File: src/rtl/trs_pkg.sv
package trs_pkg;

    localparam int ADDR_W = 12;

    typedef enum logic [1:0] {
        ST_OFF  = 2'd0,
        ST_RUN  = 2'd1,
        ST_PAD  = 2'd2,
        ST_HALT = 2'd3
    } trs_state_e;

    // register offsets (software decodes these)
    localparam logic [ADDR_W-1:0] OFS_DEPTH = 12'h004;
    localparam logic [ADDR_W-1:0] OFS_STAT  = 12'h00C;
    localparam logic [ADDR_W-1:0] OFS_RDAT  = 12'h010;
    localparam logic [ADDR_W-1:0] OFS_RPTR  = 12'h014;
    localparam logic [ADDR_W-1:0] OFS_WPTR  = 12'h018;
    localparam logic [ADDR_W-1:0] OFS_TCNT  = 12'h01C;
    localparam logic [ADDR_W-1:0] OFS_CTRL  = 12'h020;
    localparam logic [ADDR_W-1:0] OFS_WDAT  = 12'h024;
    localparam logic [ADDR_W-1:0] OFS_FSTAT = 12'h300;
    localparam logic [ADDR_W-1:0] OFS_FCTL  = 12'h304;

    // flush-control bit positions
    localparam int FB_FMT_EN  = 0;
    localparam int FB_FLUSH   = 6;
    localparam int FB_STOP_FL = 12;
    localparam int FB_STOP_TR = 13;

    localparam int FRAME_W = 2;  // log2 of words per frame

endpackage

File: src/rtl/trs_ring.sv
module trs_ring #(
    parameter int DEPTH = 64,
    parameter int DW    = 32,
    localparam int PW   = $clog2(DEPTH)
) (
    input  logic          clk,
    input  logic          rst_n,
    input  logic          cap_we,
    input  logic [DW-1:0] cap_data,
    input  logic          pad_we,
    input  logic          dat_we,
    input  logic [DW-1:0] dat_in,
    input  logic          wp_load,
    input  logic [PW-1:0] wp_val,
    input  logic          rp_load,
    input  logic [PW-1:0] rp_val,
    input  logic          rp_adv,
    output logic [PW-1:0] wp,
    output logic [PW-1:0] rp,
    output logic          full,
    output logic [DW-1:0] rd_word
);

    logic [DW-1:0] mem [DEPTH];
    logic          wr_any;
    logic [DW-1:0] wr_word;

    always_comb begin
        wr_any  = cap_we | pad_we | dat_we;
        wr_word = '0;
        if (cap_we)      wr_word = cap_data;
        else if (dat_we) wr_word = dat_in;
    end

    always_ff @(posedge clk) begin
        if (wr_any) mem[wp] <= wr_word;
    end

    always_ff @(posedge clk) begin
        if (!rst_n) begin
            wp   <= '0;
            full <= 1'b0;
        end else if (wp_load) begin
            wp   <= wp_val;
            full <= 1'b0;
        end else if (wr_any) begin
            wp <= wp + PW'(1);
            if (wp == PW'(DEPTH - 1)) full <= 1'b1;
        end
    end

    always_ff @(posedge clk) begin
        if (!rst_n)      rp <= '0;
        else if (rp_load) rp <= rp_val;
        else if (rp_adv)  rp <= rp + PW'(1);
    end

    assign rd_word = mem[rp];

    assert_wp_step_R3: assert property (@(posedge clk) disable iff (!rst_n)
        (wr_any && !wp_load) |=> (wp == $past(wp) + PW'(1)));

    assert_full_sticky_R6: assert property (@(posedge clk) disable iff (!rst_n)
        $fell(full) |-> $past(wp_load));

    assert_rp_step_R5: assert property (@(posedge clk) disable iff (!rst_n)
        (rp_adv && !rp_load) |=> (rp == $past(rp) + PW'(1)));

endmodule

File: src/rtl/trs_ctrl.sv
module trs_ctrl
    import trs_pkg::*;
#(
    parameter int CW = 32
) (
    input  logic          clk,
    input  logic          rst_n,
    input  logic          capt_en,
    input  logic          stop_trig,
    input  logic          stop_flush,
    input  logic          flush_req,
    input  logic          tr_valid,
    input  logic          tr_trigger,
    input  logic          wp_aligned,
    input  logic          cnt_wr,
    input  logic [CW-1:0] cnt_wdata,
    output trs_state_e    state,
    output logic          tr_ready,
    output logic          beat,
    output logic          pad_we,
    output logic          stopped,
    output logic [CW-1:0] trg_cnt
);

    trs_state_e nxt;
    logic       triggered;
    logic       cnt_zero;

    assign cnt_zero = (trg_cnt == '0);

    // next-state
    always_comb begin
        nxt = state;
        unique case (state)
            ST_OFF: begin
                if (flush_req)    nxt = ST_PAD;
                else if (capt_en) nxt = ST_RUN;
            end
            ST_RUN: begin
                if (flush_req)                  nxt = ST_PAD;
                else if (!capt_en)              nxt = ST_OFF;
                else if (triggered && cnt_zero) nxt = ST_HALT;
            end
            ST_HALT: begin
                if (flush_req)     nxt = ST_PAD;
                else if (!capt_en) nxt = ST_OFF;
            end
            ST_PAD: begin
                if (wp_aligned) begin
                    if (!capt_en)       nxt = ST_OFF;
                    else if (stop_flush) nxt = ST_HALT;
                    else                nxt = ST_RUN;
                end
            end
            default: nxt = ST_OFF;
        endcase
    end

    // state register
    always_ff @(posedge clk) begin
        if (!rst_n) state <= ST_OFF;
        else        state <= nxt;
    end

    // outputs
    always_comb begin
        tr_ready = (state == ST_RUN) && capt_en && !(triggered && cnt_zero);
        beat     = tr_valid && tr_ready;
        pad_we   = (state == ST_PAD) && !wp_aligned;
        stopped  = (state == ST_OFF) || (state == ST_HALT);
    end

    // trigger arming and post-trigger countdown
    always_ff @(posedge clk) begin
        if (!rst_n) begin
            triggered <= 1'b0;
            trg_cnt   <= '0;
        end else begin
            if (state == ST_OFF)
                triggered <= 1'b0;
            else if (beat && tr_trigger && stop_trig && !triggered)
                triggered <= 1'b1;

            if (cnt_wr)
                trg_cnt <= cnt_wdata;
            else if (beat && triggered && !cnt_zero)
                trg_cnt <= trg_cnt - CW'(1);
        end
    end

    assert_pad_exit_R9: assert property (@(posedge clk) disable iff (!rst_n)
        (state == ST_PAD && wp_aligned) |=> (state != ST_PAD));

    assert_halt_count_R7: assert property (@(posedge clk) disable iff (!rst_n)
        (state == ST_RUN && triggered && cnt_zero && capt_en && !flush_req)
        |=> (state == ST_HALT));

    assert_cnt_down_R7: assert property (@(posedge clk) disable iff (!rst_n)
        (beat && triggered && !cnt_zero && !cnt_wr) |=> (trg_cnt == $past(trg_cnt) - CW'(1)));

    assert_pad_blocks_R9: assert property (@(posedge clk) disable iff (!rst_n)
        $rose(state == ST_PAD) |-> !tr_ready);

endmodule

File: src/rtl/trs_regs.sv
module trs_regs
    import trs_pkg::*;
#(
    parameter int DEPTH = 64,
    parameter int DW    = 32,
    parameter int CW    = 32,
    localparam int PW   = $clog2(DEPTH)
) (
    input  logic              clk,
    input  logic              rst_n,
    input  logic              bus_en,
    input  logic              bus_we,
    input  logic [ADDR_W-1:0] bus_addr,
    input  logic [DW-1:0]     bus_wdata,
    output logic [DW-1:0]     bus_rdata,
    input  trs_state_e        state,
    input  logic              stopped,
    input  logic [PW-1:0]     wp,
    input  logic [PW-1:0]     rp,
    input  logic              full,
    input  logic [DW-1:0]     rd_word,
    input  logic [CW-1:0]     trg_cnt,
    output logic              capt_en,
    output logic              stop_trig,
    output logic              stop_flush,
    output logic              flush_req,
    output logic              dat_we,
    output logic              wp_load,
    output logic              rp_load,
    output logic              rp_adv,
    output logic              cnt_wr
);

    logic wr_op, rd_op, fmt_en, busy;

    assign wr_op = bus_en && bus_we;
    assign rd_op = bus_en && !bus_we;
    assign busy  = (state == ST_PAD);

    always_ff @(posedge clk) begin
        if (!rst_n) begin
            capt_en    <= 1'b0;
            fmt_en     <= 1'b0;
            stop_flush <= 1'b0;
            stop_trig  <= 1'b0;
        end else if (wr_op) begin
            if (bus_addr == OFS_CTRL) capt_en <= bus_wdata[0];
            if (bus_addr == OFS_FCTL) begin
                fmt_en     <= bus_wdata[FB_FMT_EN];
                stop_flush <= bus_wdata[FB_STOP_FL];
                stop_trig  <= bus_wdata[FB_STOP_TR];
            end
        end
    end

    always_comb begin
        flush_req = wr_op && (bus_addr == OFS_FCTL) && bus_wdata[FB_FLUSH] && !busy;
        dat_we    = wr_op && (bus_addr == OFS_WDAT) && (state == ST_OFF);
        wp_load   = wr_op && (bus_addr == OFS_WPTR) && (state == ST_OFF);
        rp_load   = wr_op && (bus_addr == OFS_RPTR);
        rp_adv    = rd_op && (bus_addr == OFS_RDAT);
        cnt_wr    = wr_op && (bus_addr == OFS_TCNT);
    end

    always_comb begin
        bus_rdata = '0;
        if (rd_op) begin
            case (bus_addr)
                OFS_DEPTH: bus_rdata = DW'(DEPTH);
                OFS_STAT:  bus_rdata = DW'(full);
                OFS_RDAT:  bus_rdata = rd_word;
                OFS_RPTR:  bus_rdata = DW'(rp);
                OFS_WPTR:  bus_rdata = DW'(wp);
                OFS_TCNT:  bus_rdata = DW'(trg_cnt);
                OFS_CTRL:  bus_rdata = DW'(capt_en);
                OFS_FSTAT: bus_rdata = DW'({stopped, busy});
                OFS_FCTL: begin
                    bus_rdata[FB_FMT_EN]  = fmt_en;
                    bus_rdata[FB_FLUSH]   = busy;
                    bus_rdata[FB_STOP_FL] = stop_flush;
                    bus_rdata[FB_STOP_TR] = stop_trig;
                end
                default:   bus_rdata = '0;
            endcase
        end
    end

    assert_bus_side_R4: assert property (@(posedge clk) disable iff (!rst_n)
        (dat_we || wp_load) |-> (state == ST_OFF));

endmodule

File: src/rtl/trace_ring_sink.sv
module trace_ring_sink
    import trs_pkg::*;
#(
    parameter int DEPTH = 64,
    parameter int DW    = 32,
    parameter int CW    = 32,
    localparam int PW   = $clog2(DEPTH)
) (
    input  logic              clk,
    input  logic              rst_n,
    input  logic              bus_en,
    input  logic              bus_we,
    input  logic [ADDR_W-1:0] bus_addr,
    input  logic [DW-1:0]     bus_wdata,
    output logic [DW-1:0]     bus_rdata,
    input  logic              tr_valid,
    input  logic [DW-1:0]     tr_data,
    input  logic              tr_trigger,
    output logic              tr_ready
);

    trs_state_e    state;
    logic          stopped, beat, pad_we;
    logic          capt_en, stop_trig, stop_flush, flush_req;
    logic          dat_we, wp_load, rp_load, rp_adv, cnt_wr;
    logic [PW-1:0] wp, rp;
    logic          full;
    logic [DW-1:0] rd_word;
    logic [CW-1:0] trg_cnt;
    logic          wp_aligned;

    assign wp_aligned = (wp[FRAME_W-1:0] == '0);

    trs_regs #(.DEPTH(DEPTH), .DW(DW), .CW(CW)) u_regs (
        .clk(clk), .rst_n(rst_n),
        .bus_en(bus_en), .bus_we(bus_we), .bus_addr(bus_addr),
        .bus_wdata(bus_wdata), .bus_rdata(bus_rdata),
        .state(state), .stopped(stopped), .wp(wp), .rp(rp), .full(full),
        .rd_word(rd_word), .trg_cnt(trg_cnt),
        .capt_en(capt_en), .stop_trig(stop_trig), .stop_flush(stop_flush),
        .flush_req(flush_req), .dat_we(dat_we), .wp_load(wp_load),
        .rp_load(rp_load), .rp_adv(rp_adv), .cnt_wr(cnt_wr)
    );

    trs_ctrl #(.CW(CW)) u_ctrl (
        .clk(clk), .rst_n(rst_n),
        .capt_en(capt_en), .stop_trig(stop_trig), .stop_flush(stop_flush),
        .flush_req(flush_req), .tr_valid(tr_valid), .tr_trigger(tr_trigger),
        .wp_aligned(wp_aligned), .cnt_wr(cnt_wr), .cnt_wdata(bus_wdata[CW-1:0]),
        .state(state), .tr_ready(tr_ready), .beat(beat), .pad_we(pad_we),
        .stopped(stopped), .trg_cnt(trg_cnt)
    );

    trs_ring #(.DEPTH(DEPTH), .DW(DW)) u_ring (
        .clk(clk), .rst_n(rst_n),
        .cap_we(beat), .cap_data(tr_data), .pad_we(pad_we),
        .dat_we(dat_we), .dat_in(bus_wdata),
        .wp_load(wp_load), .wp_val(bus_wdata[PW-1:0]),
        .rp_load(rp_load), .rp_val(bus_wdata[PW-1:0]), .rp_adv(rp_adv),
        .wp(wp), .rp(rp), .full(full), .rd_word(rd_word)
    );

    assert_one_writer_R4: assert property (@(posedge clk) disable iff (!rst_n)
        $countones({beat, pad_we, dat_we}) <= 1);

    assert_flush_aligns_R9: assert property (@(posedge clk) disable iff (!rst_n)
        (state == ST_PAD && !wp_aligned) |=> (wp == $past(wp) + PW'(1)));

endmodule

File: config.mk
export PLATFORM = sky130hd
export DESIGN_NAME = trace_ring_sink
export DESIGN_NICKNAME = d
export VERILOG_FILES = /design/src/rtl/trs_pkg.sv /design/src/rtl/trs_ring.sv /design/src/rtl/trs_ctrl.sv /design/src/rtl/trs_regs.sv /design/src/rtl/trace_ring_sink.sv
export SDC_FILE = /design/constraint.sdc
export NUM_CORES = 2
export LEC_CHECK = 0
export CAP_MARGIN = 10
export CORE_ASPECT_RATIO = 2
export CORE_MARGIN = 4
export CORE_UTILIZATION = 30
export DETAILED_ROUTE_END_ITERATION = 6
export PLACE_DENSITY_LB_ADDON = 0.05
export SLEW_MARGIN = 20
export SYNTH_ARGS = -nofsm -noshare
export SYNTH_HDL_FRONTEND = slang
export SYNTH_SLANG_ARGS = --single-unit
File: constraint.sdc
create_clock -name clk -period 5.4 [get_ports clk]
set_input_delay 0.81 -clock clk [delete_from_list [all_inputs] [get_ports clk]]
set_output_delay 0.81 -clock clk [all_outputs]
set_load 0.02 [all_outputs]
==> impl_metrics.json <==
{
  "status": "complete, no violations",
  "fin_util": 0.3562,
  "maxSlewHeadroom": 0.2251,
  "core_sq_mm": 0.2726,
  "clock-sinks": 2106,
  "r2r_start": "u_ctrl.trg_cnt[9]",
  "hold_slack_ps": 532.2,
  "drv_cap": 0,
  "wl_met2_mm": 155.6,
  "dr.first_iter.drc_count": 3289,
  "final_common_cell": "edfxtp_1",
  "synth_ff_type": "edfxtp_1",
  "start_util": 0.3018,
  "port_buffers": 114,
  "syn_area_sq_mm": 0.08228,
  "dp_hpwl_mm": 178.4,
  "grt_pass1_vias": 44220,
  "setup_violations": 0,
  "worstMarginPinSlew_ps": 1150,
  "fin_ws_ps": 86.47,
  "postSynth.asyncResetShare": 0,
  "worstPathArrival_ps": 4500,
  "vdd_ir_drop_max_v": 0.0003066,
  "die_h_um": 748.6,
  "cts_buffers": 202,
  "worstRegToRegCells": 8,
  "post_cts_resized": 0,
  "cp_max_fo": 32,
  "wire_per_inst_um": 36.07,
  "syn_inst": 3847,
  "grt_pass1_wl_mm": 389.3,
  "via_count": 41050,
  "synth_compound_area_frac": 0.02634,
  "syn_area_per_cell_sq_um": 21.39,
  "slew_violations": 0,
  "power-per-cell-area_mw_per_mm2": 326.3,
  "gr-total-overflow": 0,
  "htree_levels": 4,
  "synth-simple-area-share": 0.02517,
  "clk_latency_ps": 880,
  "place_ws_ps": 408.9,
  "yosys_warnings": 0,
  "syn_to_final_growth_pct": 18.02,
  "final_nets": 4329,
  "ys_ff_latch": 2106,
  "dr_wl_met3_mm": 9.904,
  "die_w_um": 378.3,
  "synth-edff-count": 2048,
  "period_share": 0.9840,
  "r2r_end": "u_ring.mem[58][0]",
  "postCtsSetupRepairBufs": 5,
  "finalHoldViolations": 0,
  "cts_hold_buf": 0,
  "cts_tree": "built",
  "grt_max_degree": 65,
  "crit_end": "bus_rdata[1]",
  "wirelength_mm": 286.5,
  "clk_pin_slew_worst_paths_ps": 70,
  "io_pins": 115,
  "cts.path.max_buffers": 4,
  "endpoint_kind": "output pin",
  "grt_use_total": 0.2010,
  "start_kind": "flop",
  "synth_cell_types": 73,
  "remaining_drc_errors": 0,
  "drive_gt1_frac": 0.2904,
  "synthMuxAreaShare": 0.1706,
  "root_buffer": "clkbuf_16",
  "required_ps": 4590,
  "post-route-min-period_ps": 5314,
  "postRouteAntennaNets": 0,
  "globalplace.congestion": 0.8589,
  "antenna_found_initial": 12,
  "synth_top_family_by_area": "multiplexers",
  "via_per_inst": 5.166,
  "fin_skew_ps": 59.00,
  "synth_nets": 3938,
  "die_area_sq_mm": 0.2832,
  "layout.cells.most_common_list": "edfxtp_1 (2048), mux4_2 (550), buf_4 (229)",
  "m1WireLength_mm": 113.2,
  "routed.top_layer": "met5",
  "dr.pass1.iters": 5,
  "yosysSeqAreaShare": 0.7616,
  "worstSetupPathType": "reg2out",
  "max_freq_mhz": 188.2,
  "rsz0062_at_grt": "false",
  "hp-class": "reg2reg",
  "reg2reg_slack_ps": 1210,
  "rows": 271,
  "synth_xor_area_frac": 0.003194,
  "synth_fa_ha_area_frac": 0.001369,
  "p_leak_nw": 32.80
}
## worst max-delay path, stage by stage, from the launching register on
cell	delay (ps)
dfxtp_4	630
buf_4	570
mux4_2	380
nor2b_1	140
a211oi_1	210
a21oi_1	60
buf_4	180
o21ai_0	880
o32ai_1	310
buf_4	240
## sequential cells by signal (all words and copies together), names as in the netlist, named ones only
name and count:
u_ctrl.state 2, u_ctrl.trg_cnt 32, u_ctrl.triggered 1, u_regs.capt_en 1
u_regs.fmt_en 1, u_regs.stop_flush 1, u_regs.stop_trig 1, u_ring.full 1
u_ring.mem 2048, u_ring.rp 6, u_ring.wp 6
## layer usage
layer	vias up	GRT usage
met5	-	0
met4	4	0.05297
met3	325	0.02168
met2	882	0.3746
met1	22870	0.2457
li1	16960	-
## cell usage after synthesis (all sizes together) (4+ instances only)
cell type / n / share of area
edfxtp: 2048 / 0.75
mux4: 550 / 0.15
mux2i: 142 / 0.017
nand2: 141 / 0.0067
nor2: 121 / 0.0056
buf: 117 / 0.0064
o21ai: 100 / 0.0061
clkbuf: 92 / 0.0042
a21oi: 61 / 0.0038
dfxtp: 58 / 0.014
a211oi: 37 / 0.0034
nand3: 30 / 0.0020
nor2b: 30 / 0.0023
a22oi: 29 / 0.0026
inv: 25 / 0.0011
mux2: 20 / 0.0027
nor3: 19 / 0.0012
a221oi: 18 / 0.0019
xnor2: 17 / 0.0018
o22ai: 16 / 0.0012
or3: 15 / 0.0011
a31oi: 14 / 0.0011
xor2: 13 / 0.0014
nor4: 11 / 0.0012
a221o: 10 / 0.0012
nand4: 10 / 0.00084
a32oi: 9 / 0.00096
ha: 9 / 0.0014
nand2b: 8 / 0.00061
and3: 7 / 0.00053
or2: 7 / 0.00053
or4: 7 / 0.00068
o32ai: 6 / 0.00064
a311oi: 5 / 0.00053
and2: 5 / 0.00041
o2111ai: 5 / 0.00053
o221ai: 5 / 0.00053
o211ai: 4 / 0.00043
## cell families (layout without fill, tap and decap cells)
| group | after synthesis | count (layout) |
|---|---|---|
| compound gates | 330 | 330 |
| mux | 712 | 712 |
| fa+ha+maj | 9 | 9 |
| buf+inv | 235 | 778 |
| xor+xnor | 30 | 30 |
| flops | 2106 | 2106 |
| simple gates | 425 | 425 |
| other cells | 0 | 6 |
## stage by stage
stage	cell area, sq um	instances	setup TNS (ps)	power, mW
after floorplan	82280	3847	-360020	18.03
after global placement	90790	7576	0	18.13
after detailed placement	90810	7578	0	18.13
after CTS	97090	7939	0	32.17
after global routing	97090	7940	0	32.74
final	97100	7945	0	31.69
## where the power goes
part           internal [mW]  total [mW]  leakage, nW  switching (mW)
clock                   7.66        13.9         3.04            6.25
sequential              17.6        17.6         22.8         0.00117
combinational         0.0684       0.139         7.00          0.0710
total                   25.4        31.7         32.8            6.32
## worst min path at each step
| stage | startpoint | end | depth (start not counted) |
|---|---|---|---|
| floorplan | u_ring.full | u_ring.full | 2 |
| global route | u_regs.fmt_en | u_regs.fmt_en | 2 |
| finish | u_regs.fmt_en | u_regs.fmt_en | 2 |
| detailed placement | u_regs.fmt_en | u_regs.fmt_en | 2 |
| CTS | u_regs.fmt_en | u_regs.fmt_en | 2 |
| global placement | u_regs.fmt_en | u_regs.fmt_en | 2 |
## layout make-up
| type | count | area, sq um |
|---|---|---|
| timing repair buffer | 396 | 4161 |
| sequential | 2106 | 62670 |
| inverter | 26 | 100.1 |
| multi-input combinational | 1506 | 19510 |
| antenna | 6 | 15.01 |
| tap | 3549 | 4441 |
| fill | 25430 | 175500 |
| clock buffer | 252 | 5358 |
| clock inverter | 104 | 844.6 |
Power figures use the tool's default switching activity.
